--- src/rtl/i2f_pkg.sv ---
package i2f_pkg;
  localparam int XLEN     = 64;
  localparam int HALF     = XLEN / 2;
  localparam int DP_PREC  = 53;
  localparam int SP_PREC  = 24;
  localparam int DP_FRAC  = DP_PREC - 1;
  localparam int SP_FRAC  = SP_PREC - 1;
  localparam int DP_EXPW  = 11;
  localparam int DP_BIAS  = 1023;
  localparam int CLASS_W  = 5;
  localparam int LZ_W     = $clog2(XLEN) + 1;

  typedef enum logic [1:0] {
    RM_NEAR_EVEN = 2'b00,
    RM_ZERO      = 2'b01,
    RM_UP        = 2'b10,
    RM_DOWN      = 2'b11
  } rnd_mode_e;

  localparam logic [CLASS_W-1:0] CLS_POS_NORM = 5'b00100;
  localparam logic [CLASS_W-1:0] CLS_NEG_NORM = 5'b01000;
  localparam logic [CLASS_W-1:0] CLS_POS_ZERO = 5'b00010;
endpackage

--- src/rtl/i2f_unpack.sv ---
module i2f_unpack
  import i2f_pkg::*;
(
  input  logic [XLEN-1:0] word,
  input  logic [1:0]      kind,
  output logic            neg,
  output logic [XLEN-1:0] mag
);
  logic [HALF-1:0] lo;
  assign lo = word[HALF-1:0];

  always_comb begin
    neg = 1'b0;
    mag = {{HALF{1'b0}}, lo};
    case (kind)
      2'd0: begin
        neg = lo[HALF-1];
        mag = neg ? {{HALF{1'b0}}, (~lo) + 1'b1} : {{HALF{1'b0}}, lo};
      end
      2'd1: mag = {{HALF{1'b0}}, lo};
      2'd2: begin
        neg = word[XLEN-1];
        mag = neg ? (~word) + 1'b1 : word;
      end
      default: mag = word;
    endcase
  end
endmodule

--- src/rtl/i2f_lzc.sv ---
module i2f_lzc #(
  parameter int W  = 64,
  localparam int CW = $clog2(W) + 1
) (
  input  logic [W-1:0]  v,
  output logic [CW-1:0] count
);
  always_comb begin
    count = CW'(W);
    for (int i = 0; i < W; i++) begin
      if (v[i]) count = CW'(W - 1 - i);
    end
  end
endmodule

--- src/rtl/i2f_round.sv ---
module i2f_round
  import i2f_pkg::*;
(
  input  logic [XLEN-1:0]  norm,
  input  logic             neg,
  input  logic             single,
  input  logic [1:0]       rm,
  output logic [DP_PREC:0] sum,
  output logic             carry,
  output logic             inexact,
  output logic             incr
);
  localparam int DP_G = XLEN - 1 - DP_PREC;
  localparam int SP_G = XLEN - 1 - SP_PREC;

  logic [DP_PREC-1:0] sig;
  logic               guard, sticky, lsb;

  always_comb begin
    if (single) begin
      sig    = {{(DP_PREC-SP_PREC){1'b0}}, norm[XLEN-1 -: SP_PREC]};
      guard  = norm[SP_G];
      sticky = |norm[SP_G-1:0];
    end else begin
      sig    = norm[XLEN-1 -: DP_PREC];
      guard  = norm[DP_G];
      sticky = |norm[DP_G-1:0];
    end
    lsb     = sig[0];
    inexact = guard | sticky;
    case (rnd_mode_e'(rm))
      RM_NEAR_EVEN: incr = guard & (sticky | lsb);
      RM_ZERO:      incr = 1'b0;
      RM_UP:        incr = ~neg & inexact;
      default:      incr = neg & inexact;
    endcase
    sum   = {1'b0, sig} + {{DP_PREC{1'b0}}, incr};
    carry = single ? sum[SP_PREC] : sum[DP_PREC];
  end
endmodule

--- src/rtl/int2fp_convert.sv ---
module int2fp_convert
  import i2f_pkg::*;
(
  input  logic               clk,
  input  logic               rst,
  input  logic               in_valid,
  input  logic [XLEN-1:0]    src_word,
  input  logic [1:0]         int_kind,
  input  logic               to_single,
  input  logic [1:0]         rnd_mode,
  output logic               out_valid,
  output logic [XLEN-1:0]    result,
  output logic               inexact,
  output logic               incremented,
  output logic [CLASS_W-1:0] fp_class,
  output logic               status_valid
);
  logic               neg;
  logic [XLEN-1:0]    mag, norm;
  logic [LZ_W-1:0]    lz;
  logic [DP_PREC:0]   sum;
  logic               carry, rnd_inx, rnd_inc;
  logic               is_zero, round_path;
  logic [DP_EXPW-1:0] exp_b;
  logic [DP_FRAC-1:0] frac;
  logic [XLEN-1:0]    res_d;
  logic [CLASS_W-1:0] cls_d;

  i2f_unpack u_unpack (.word(src_word), .kind(int_kind), .neg(neg), .mag(mag));

  i2f_lzc #(.W(XLEN)) u_lzc (.v(mag), .count(lz));

  assign norm = mag << lz[LZ_W-2:0];

  i2f_round u_round (
    .norm(norm), .neg(neg), .single(to_single), .rm(rnd_mode),
    .sum(sum), .carry(carry), .inexact(rnd_inx), .incr(rnd_inc)
  );

  assign is_zero    = (mag == '0);
  assign round_path = int_kind[1] | to_single;

  always_comb begin
    exp_b = DP_EXPW'(DP_BIAS + (XLEN - 1)) - DP_EXPW'(lz) + DP_EXPW'(carry);
    if (to_single) frac = {sum[SP_FRAC-1:0], {(DP_FRAC-SP_FRAC){1'b0}}};
    else           frac = sum[DP_FRAC-1:0];
    res_d = is_zero ? '0 : {neg, exp_b, frac};
    cls_d = is_zero ? CLS_POS_ZERO : (neg ? CLS_NEG_NORM : CLS_POS_NORM);
  end

  always_ff @(posedge clk) begin
    if (rst) begin
      out_valid    <= 1'b0;
      result       <= '0;
      inexact      <= 1'b0;
      incremented  <= 1'b0;
      fp_class     <= '0;
      status_valid <= 1'b0;
    end else begin
      out_valid    <= in_valid;
      status_valid <= in_valid & round_path;
      inexact      <= in_valid & round_path & ~is_zero & rnd_inx;
      incremented  <= in_valid & round_path & ~is_zero & rnd_inc;
      fp_class     <= (in_valid & round_path) ? cls_d : '0;
      if (in_valid) result <= res_d;
    end
  end
endmodule

--- config.mk ---
export PLATFORM = sky130hd
export DESIGN_NAME = int2fp_convert
export DESIGN_NICKNAME = d
export VERILOG_FILES = /design/src/rtl/i2f_pkg.sv /design/src/rtl/i2f_unpack.sv /design/src/rtl/i2f_lzc.sv /design/src/rtl/i2f_round.sv /design/src/rtl/int2fp_convert.sv
export SDC_FILE = /design/constraint.sdc
export NUM_CORES = 1
export LEC_CHECK = 0
export ABC_AREA = 1
export BUFFER_PORTS_ARGS = -buffer_cell sky130_fd_sc_hd__buf_4
export CELL_PAD_IN_SITES_DETAIL_PLACEMENT = 0
export CELL_PAD_IN_SITES_GLOBAL_PLACEMENT = 1
export CORE_UTILIZATION = 23
export DETAILED_ROUTE_END_ITERATION = 10
export GPL_ROUTABILITY_DRIVEN = 0
export PLACE_DENSITY_LB_ADDON = 0.1
export SYNTH_ARGS = -nofsm -noshare
export SYNTH_HDL_FRONTEND = slang
export SYNTH_SLANG_ARGS = --single-unit
export TNS_END_PERCENT = 100
--- constraint.sdc ---
create_clock -name clk -period 9.3 [get_ports clk]
set_input_delay 1.86 -clock clk [delete_from_list [all_inputs] [get_ports clk]]
set_output_delay 1.86 -clock clk [all_outputs]
set_load 0.01 [all_outputs]
==> results.txt, run 1 <==
----------------------------------------------------
[Yosys]
  Post-Syn Area per Cell ... 4.937 um2
  Fraction of post-synthesis cell area in the top cell type by area ... 0.2583
  Dominant cells by area after synthesis ... sky130_fd_sc_hd__nand2_1 (26%), sky130_fd_sc_hd__nand3_1 (23%), sky130_fd_sc_hd__dfxtp_1 (11%)
  Sequential-to-total area share from yosys stat ... 0.1052
  Post-synth EDFFs ... 0
  Post-synthesis register bit count ... 71
  Most used flip-flop cell after synthesis ... sky130_fd_sc_hd__dfxtp_1
  Cell area after synthesis ... 13520 um2
  Synth area leader ... sky130_fd_sc_hd__nand2_1
  Ys async rst share ... 0
  Post-synthesis cell count ... 2738
  Count of cell types in the netlist ... 51
  Yosys warning total ... 0

[Power and ir drop]
  Power per Cell Area ... 136.9 nW/um2
  Net switching share of the total power ... 0.4879
  Clock share of power ... 0.111
  Sequential fraction of design power ... 0.104
  Leakage power ... 12.07 nW
  Highest ir drop seen on vdd ... about 120 uV
  Internal power summed over all cells ... 1.695 mW
  Switching power of the nets ... 1.615 mW
  Comb pwr share ... 0.784

[STA]
  Post-layout worst setup margin ... -0.4694 ns
  Final-report hold violation count ... 0
  # setup viols final ... 37
  Worst setup skew after layout ... 0 ns
  Max Freq ... 102.4 MHz
  Setup repair after global routing missed its margin ... true
  Final worst path period share ... 1.050
  Worst Tran Pin Value ... 0.9080 ns
  Aggregate negative setup slack ... -7.755 ns
  Final slew viol count ... 0
  Min Tclk post-route ... 9.769 ns
  Max-slew headroom ... 0.3946

[Cells and area]
  Layout area overhead ... 78.86%
  Count of inserted antenna diode cells ... 0
  Layout cell share with drive strength beyond 1 ... 0.4191
  Nets ... between 3000 and 4000
  Finished layout cell area ... 24180 um2

[Run]
  Max-cap check violation count ... 0

[Setup path]
  Reg-to-Reg End ... result[51]
  Worst stage delay on the critical path ... around 0.24 ns
  Critical-path cell with the highest stage delay ... sky130_fd_sc_hd__ha_1
  Top cell by count, worst path ... sky130_fd_sc_hd__nand2_1
  Worst r2r path cells ... 2
  RR Startpoint ... result[51]
  Arrival time worst endpoint ... roughly 10 ns
  Max Fanout on Critical Path ... 7
  Critical path required time ... 9.56 ns
  Startpoint kind of the worst setup timing path ... primary input
  Critical path start-end classification ... in2reg
  Reg2reg setup slack ... 8.59 ns
  Critical path endpoint category ... flip-flop

[CTS]
  CTS root buffer ... sky130_fd_sc_hd__clkbuf_16
  Clock transition at the register clock pins on the worst setup and hold paths after CTS ... around 0.06 ns
  TritonCTS clock tree ... built
  Clock buffer count from CTS ... 9
  Worst-Skew Late Latency ... 0.32 ns
  Level count of the clock H-tree ... 3
  Clock sink count ... 71
  Max Root-Sink Buffers ... 2

[Route]
  Via count ... 21260
  DRC Markers ... 0
  Number of iterations in the first detailed-routing pass ... 8
  Number of DRC markers after the initial detailed-route iteration ... 1719
  Average wire per standard cell ... 17.73 um
  Total detailed-routing wirelength ... 77110 um
  Routed Antenna Nets ... 0
  Drt via density ... between 4 and 5

[Worst hold path]
  Type of the worst min-delay path ... reg2reg
  Worst Hold Endpoint ... result[53]
  Start point of the worst min-delay path ... result[53]
  Count of cells along the worst hold path ... 2

[Floorplanning]
  DIE AREA ... 59740 um2
  Die width ... about 240 um
  Boundary Pins ... 145
  Die H ... 244.4 um
  Core Region ... approximately 58000 um2
  Initial core utilization ... 0.2334
  Standard-cell rows ... 88

[GRT]
  Maximum number of pins on one net before global-route repair ... 81
  Global-route wire length before repair ... 116600 um
  Total global routing track utilization ... 0.2488
  Vias in the first global route ... 20170
  Antenna violations before repair ... 0
  Grt ovf ... 0

[Status]
  Run status ... complete, but fails checks
  Violations in the final reports ... setup timing

[Placed design]
  Placed standard-cell area ... 20480 um2
  Post-detail-place hpwl ... 62880 um
  Port Buf Inserts ... roughly 140

----------------------------------------------------
==> flip-flops by register name, indices dropped and copies added, names as in the netlist <==
name          count
fp_class          3
incremented       1
inexact           1
out_valid         1
result           64
status_valid      1
==> layout make-up <==
| class | instances | area [um2] |
|---|---|---|
| Fill cell | 6437 | 33740 |
| Multi-Input combinational cell | 2278 | 12770 |
| Timing Repair Buffer | 961 | 7705 |
| Sequential cell | 71 | 1421 |
| Inverter | 258 | 996.0 |
| Tap cell | 765 | 957.2 |
| Clock buffer | 10 | 229.0 |
| Clock inverter | 6 | 93.84 |
==> cells in the final DEF (no fill, tap or decap), drive strengths merged <==
master	n
buf	960
nand2	955
nand3	619
nor2	322
inv	256
a21oi	105
dfxtp	71
o21ai	71
nand4	61
nor3	42
xor2	21
or2	15
clkbuf	11
a31oi	9
and2	8
nor4	8
nand3b	7
o211ai	6
ha	6
o31ai	5
clkinv	5
and3	3
xnor2	3
a21o	2
a41o	2
conb	2
bufinv	2
o221ai	1
a311oi	1
or3	1
a21boi	1
a211o	1
o21bai	1
clkinvlp	1
==> Yosys cell counts (all sizes together) (9+ instances only) <==
cell type	n
nand2	955
nand3	619
nor2	322
inv	254
a21oi	105
buf	77
dfxtp	71
o21ai	71
nand4	61
clkbuf	55
nor3	42
xor2	21
or2	15
a31oi	9
==> power by group through the flow <==
stage / registers, mW / clock network [mW] / logic [mW]
CTS: 0.345 / 0.376 / 2.36
detailed placement: 0.352 / 0 / 2.10
finish: 0.346 / 0.369 / 2.60
global route: 0.348 / 0.389 / 2.78
global placement: 0.351 / 0 / 2.11
floorplan: 0.360 / 0 / 0.963
==> worst max-delay path by stage <==
stage                start          end  cells past startpoint
3_5_place_dp   src_word[0]   result[57]                     73
3_3_place_gp   src_word[0]   result[57]                     97
2_1_floorplan  src_word[0]   result[57]                     89
6_report       src_word[0]  incremented                     89
5_1_grt        src_word[0]   result[57]                     90
4_1_cts        src_word[1]   result[57]                     92
==> cell families (layout without fill, tap and decap cells) <==
group | after synthesis | after routing | share of synthesized area
AND/OR/NAND/NOR | 2041 | 2041 | 0.6719
buffers and inverters | 390 | 1235 | 0.1189
AO/OA/AOI/OAI | 205 | 205 | 0.08275
flip-flops | 71 | 71 | 0.1052
XOR/XNOR | 24 | 24 | 0.01555
adder cells (fa/ha/maj) | 6 | 6 | 0.005554
other | 1 | 2 | 0.0002774
==> per-layer routing <==
layer / vias to the layer above / track usage / share of wire
met3: 69 / 0.01899 / 0.053
li1: 10640 / - / -
met5: - / 0 / 0
met4: 0 / 0.03566 / 0.015
met2: 633 / 0.3972 / 0.44
met1: 9918 / 0.3673 / 0.49
==> critical path, delay by kind of cell <==
family	cells	cell delay (ns)
buffers and inverters	27	2.94
AO/OA/AOI/OAI	3	0.32
AND/OR/NAND/NOR	58	4.63
adder cells (fa/ha/maj)	1	0.24
==> what timing repair did <==
action                     in CTS  in global routing
hold endpoints to repair        0                  0
gates resized for setup       300                269
pin swaps                      78                 94
cloned                          7                  1
hold buffers                    0                  0
buffers inserted               73                 42
setup endpoints to repair      58                 63
==> metrics by stage <==
step             util  power, mW  cells  hold slack, ns  setup WS, ns
2_1_floorplan       -      1.323   2739          0.4900        0.2569
3_3_place_gp   0.3536      2.459   4235          0.4558        -1.313
3_5_place_dp   0.3536      2.456   4235          0.4583        -1.404
4_1_cts        0.3929      3.079   4322          0.4651       -0.3386
5_1_grt        0.4174      3.513   4349          0.4774        -1.173
6_report       0.4174      3.310   4349          0.4633       -0.4694
(Power assumes the default switching activity.)
==> run 2, diff against run 1 <==
CORE_ASPECT_RATIO = 0.7   (was unset)
CTS_CLUSTER_SIZE = 10   (was unset)
==> run 2 against run 1 <==
Effect of this change:
- the run still ends with setup timing left
- critical endpoint is now result[57]
- flip-flop and latch count stayed put
- worst setup slack gained 0.028 ns
- sequential share of layout area is 0.16 points lower
- design area is 2.9% higher
==> results.txt, run 2 (synthesis results as in run 1) <==
----------------------------------------------------
[Cells and area]
  Register bank with the most flops ... result (unchanged)
  Finished layout cell area ... 24870 um2 (was 24180 um2)
  Commonest non-fill, non-tap cells in the layout ... sky130_fd_sc_hd__buf_4 (887), sky130_fd_sc_hd__nand2_1 (801), sky130_fd_sc_hd__nand3_1 (376) (was sky130_fd_sc_hd__buf_4 (901), sky130_fd_sc_hd__nand2_1 (814), sky130_fd_sc_hd__nand3_1 (425))
  Max reg flops ... 64 (unchanged)
  Register Area ... 1421 um2 (unchanged)
  Leading registers by flop count ... result (64), fp_class (3) (unchanged)
  Leading cell type in the layout, fill and taps excluded ... sky130_fd_sc_hd__buf_4 (unchanged)
  Nets ... 3674 (was 3657)
  Area used by multi-input combinational logic ... 13150 um2 (was 12770 um2)
  Layout cell share with drive strength beyond 1 ... 0.4435 (was 0.4191)
  Final-layout fill cell count ... 6277 (was 6437)
  Layout area overhead ... 84.00% (was 78.86%)
  Final core utilization ... 0.4329 (was 0.4174)

[Power and ir drop]
  Net switching share of the total power ... 0.4943 (was 0.4879)
  Highest ir drop seen on vdd ... 100.8 uV (was 116.4 uV)
  Comb pwr share ... 0.788 (was 0.784)
  Switching power of the nets ... 1.695 mW (was 1.615 mW)
  Leakage power ... 12.33 nW (was 12.07 nW)
  Sequential fraction of design power ... 0.101 (was 0.104)
  Power per Cell Area ... 137.9 nW/um2 (was 136.9 nW/um2)
  Power, Total ... 3.429 mW (was 3.310 mW)
  Clock share of power ... 0.112 (was 0.111)
  Internal power summed over all cells ... 1.734 mW (was 1.695 mW)

[Route]
  Total detailed-routing wirelength ... 81170 um (was 77110 um)
  DRC Markers ... 0 (unchanged)
  Average wire per standard cell ... 18.65 um (was 17.73 um)
  Drt via density ... 4.987 (was 4.888)
  Number of DRC markers after the initial detailed-route iteration ... 2278 (was 1719)
  Number of iterations in the first detailed-routing pass ... 6 (was 8)
  Routed Antenna Nets ... 0 (unchanged)
  Via count ... 21700 (was 21260)

[Setup path]
  Max Fanout on Critical Path ... 15 (was 7)
  Startpoint kind of the worst setup timing path ... primary input (unchanged)
  Worst stage delay on the critical path ... 0.30 ns (was 0.24 ns)
  Critical path required time ... 9.50 ns (was 9.56 ns)
  Critical path endpoint category ... flip-flop (unchanged)
  Critical path buffers and inverters ... 21 (was 27)
  Critical path start-end classification ... in2reg (unchanged)
  Arrival time worst endpoint ... 9.94 ns (was 10.03 ns)
  Cell class contributing the biggest share of worst-path delay ... simple AND/OR/NAND/NOR gates (unchanged)
  Critical-path cell with the highest stage delay ... sky130_fd_sc_hd__buf_4 (was sky130_fd_sc_hd__ha_1)

[Status]
  Violations in the final reports ... setup timing (unchanged)
  Run status ... complete, but fails checks (unchanged)

[STA]
  Final-report hold violation count ... 0 (unchanged)
  Max-slew headroom ... 0.3262 (was 0.3946)
  Max Freq ... 102.7 MHz (was 102.4 MHz)
  Worst setup skew after layout ... 0 ns (unchanged)
  Final worst path period share ... 1.047 (was 1.050)
  Post-layout worst setup margin ... -0.4410 ns (was -0.4694 ns)
  Setup repair after global routing missed its margin ... true (unchanged)
  Worst Tran Pin Value ... 1.011 ns (was 0.9080 ns)
  # setup viols final ... 38 (was 37)
  Min Tclk post-route ... 9.741 ns (was 9.769 ns)
  Final slew viol count ... 0 (unchanged)

[Floorplanning]
  Boundary Pins ... 145 (unchanged)
  Initial core utilization ... 0.2353 (was 0.2334)
  Standard-cell rows ... 73 (was 88)
  Die width ... 291.8 um (was 244.4 um)
  DIE AREA ... 59760 um2 (was 59740 um2)
  Die H ... 204.8 um (was 244.4 um)
  Core Region ... 57450 um2 (was 57920 um2)

[Placed design]
  Post-detail-place hpwl ... 66540 um (was 62880 um)
  Port Buf Inserts ... 142 (unchanged)
  Placed standard-cell area ... 20570 um2 (was 20480 um2)

[CTS]
  TritonCTS clock tree ... built (unchanged)
  Worst-Skew Late Latency ... 0.34 ns (was 0.32 ns)
  Clock transition at the register clock pins on the worst setup and hold paths after CTS ... 0.06 ns (about the same)
  CTS root buffer ... sky130_fd_sc_hd__clkbuf_16 (unchanged)
  Clock buffer count from CTS ... 9 (unchanged)
  Level count of the clock H-tree ... 3 (unchanged)
  Max Root-Sink Buffers ... 2 (unchanged)
  Clock sink count ... 71 (unchanged)

[GRT]
  Total global routing track utilization ... 0.2625 (was 0.2488)
  Vias in the first global route ... 20250 (was 20170)
  Global-route wire length before repair ... 121400 um (was 116600 um)
  Grt ovf ... 0 (unchanged)
  Maximum number of pins on one net before global-route repair ... 86 (was 81)
  Antenna violations before repair ... 1 (was 0)

[Worst hold path]
  Type of the worst min-delay path ... reg2reg (unchanged)

[Run]
  Max-cap check violation count ... 0 (unchanged)

----------------------------------------------------
## run 2: changes by cell type in the layout (fill, tap and decap cells not counted), moves of 5 or more
| cell | delta |
|---|---|
| sky130_fd_sc_hd__buf_12 | +6 |
| sky130_fd_sc_hd__buf_4 | -14 |
| sky130_fd_sc_hd__buf_6 | +19 |
| sky130_fd_sc_hd__nand2_1 | -13 |
| sky130_fd_sc_hd__nand2_2 | +18 |
| sky130_fd_sc_hd__nand2_4 | -5 |
| sky130_fd_sc_hd__nand3_1 | -49 |
| sky130_fd_sc_hd__nand3_2 | +50 |
| sky130_fd_sc_hd__nor2_2 | -6 |
| sky130_fd_sc_hd__nor2_4 | +10 |
| sky130_fd_sc_hd__o21ai_0 | -5 |
| sky130_fd_sc_hd__o21ai_1 | +5 |
## run 2: worst paths after layout
path                                   end  cells after the start  slack [ns]   startpoint
worst max register to register  result[53]                      2        8.57   result[53]
worst min register to register  result[22]                      2        0.46   result[22]
worst min-delay path            result[22]                      2        0.46   result[22]
worst max-delay path            result[57]                     69       -0.44  src_word[1]
## run 2: per-stage QoR
step / hold slack, ns / std cells / TNS [ns] / worst slack [ns]
floorplan: 0.4900 / 2739 / 0 / 0.2569
global placement: 0.4555 / 4225 / -39.47 / -1.244
detailed placement: 0.4571 / 4225 / -35.89 / -1.212
CTS: 0.4665 / 4314 / -3.139 / -0.3229
global route: 0.4850 / 4351 / -42.47 / -1.121
finish: 0.4610 / 4352 / -5.838 / -0.4410
## run 2: final cells by class
| cell class | instances | area share |
|---|---|---|
| Multi-Input combinational cell | 2279 | 0.5285 |
| Clock buffer | 9 | 0.009055 |
| Inverter | 258 | 0.04080 |
| Timing Repair Buffer | 977 | 0.3225 |
| Tap cell | 750 | 0.03773 |
| Antenna cell | 1 | 0.0001006 |
| Clock inverter | 7 | 0.004125 |
| Sequential cell | 71 | 0.05715 |
## run 2: power by group through the flow
stage / registers (mW) / clock network [mW] / logic [mW]
after floorplan: 0.360 / 0 / 0.963
after global placement: 0.351 / 0 / 2.13
after detailed placement: 0.352 / 0 / 2.13
after CTS: 0.346 / 0.390 / 2.39
after global routing: 0.348 / 0.406 / 2.88
final: 0.345 / 0.382 / 2.70
## run 2: routing by layer
metal	GRT usage	share of wire	up-vias
met5	0	0	-
met4	0.02124	0.0065	0
met3	0.06933	0.11	53
met2	0.3559	0.38	806
met1	0.4130	0.51	10160
li1	-	-	10690
## run 2: repair_timing
action                                  4_1_cts  5_1_grt
buffers inserted                             72       57
hold buffers                                  0        0
endpoints found under the hold margin         0        0
gates cloned                                  6        4
endpoints found under the setup margin       55       64
gates resized for setup                     305      384
pin swaps                                    73      118
## run 2: tightest hold or removal path, stage by stage, from the launching register on
cell,delay (ns)
sky130_fd_sc_hd__dfxtp_1,0.31
sky130_fd_sc_hd__nand2_1,0.06
sky130_fd_sc_hd__a21oi_1,0.05
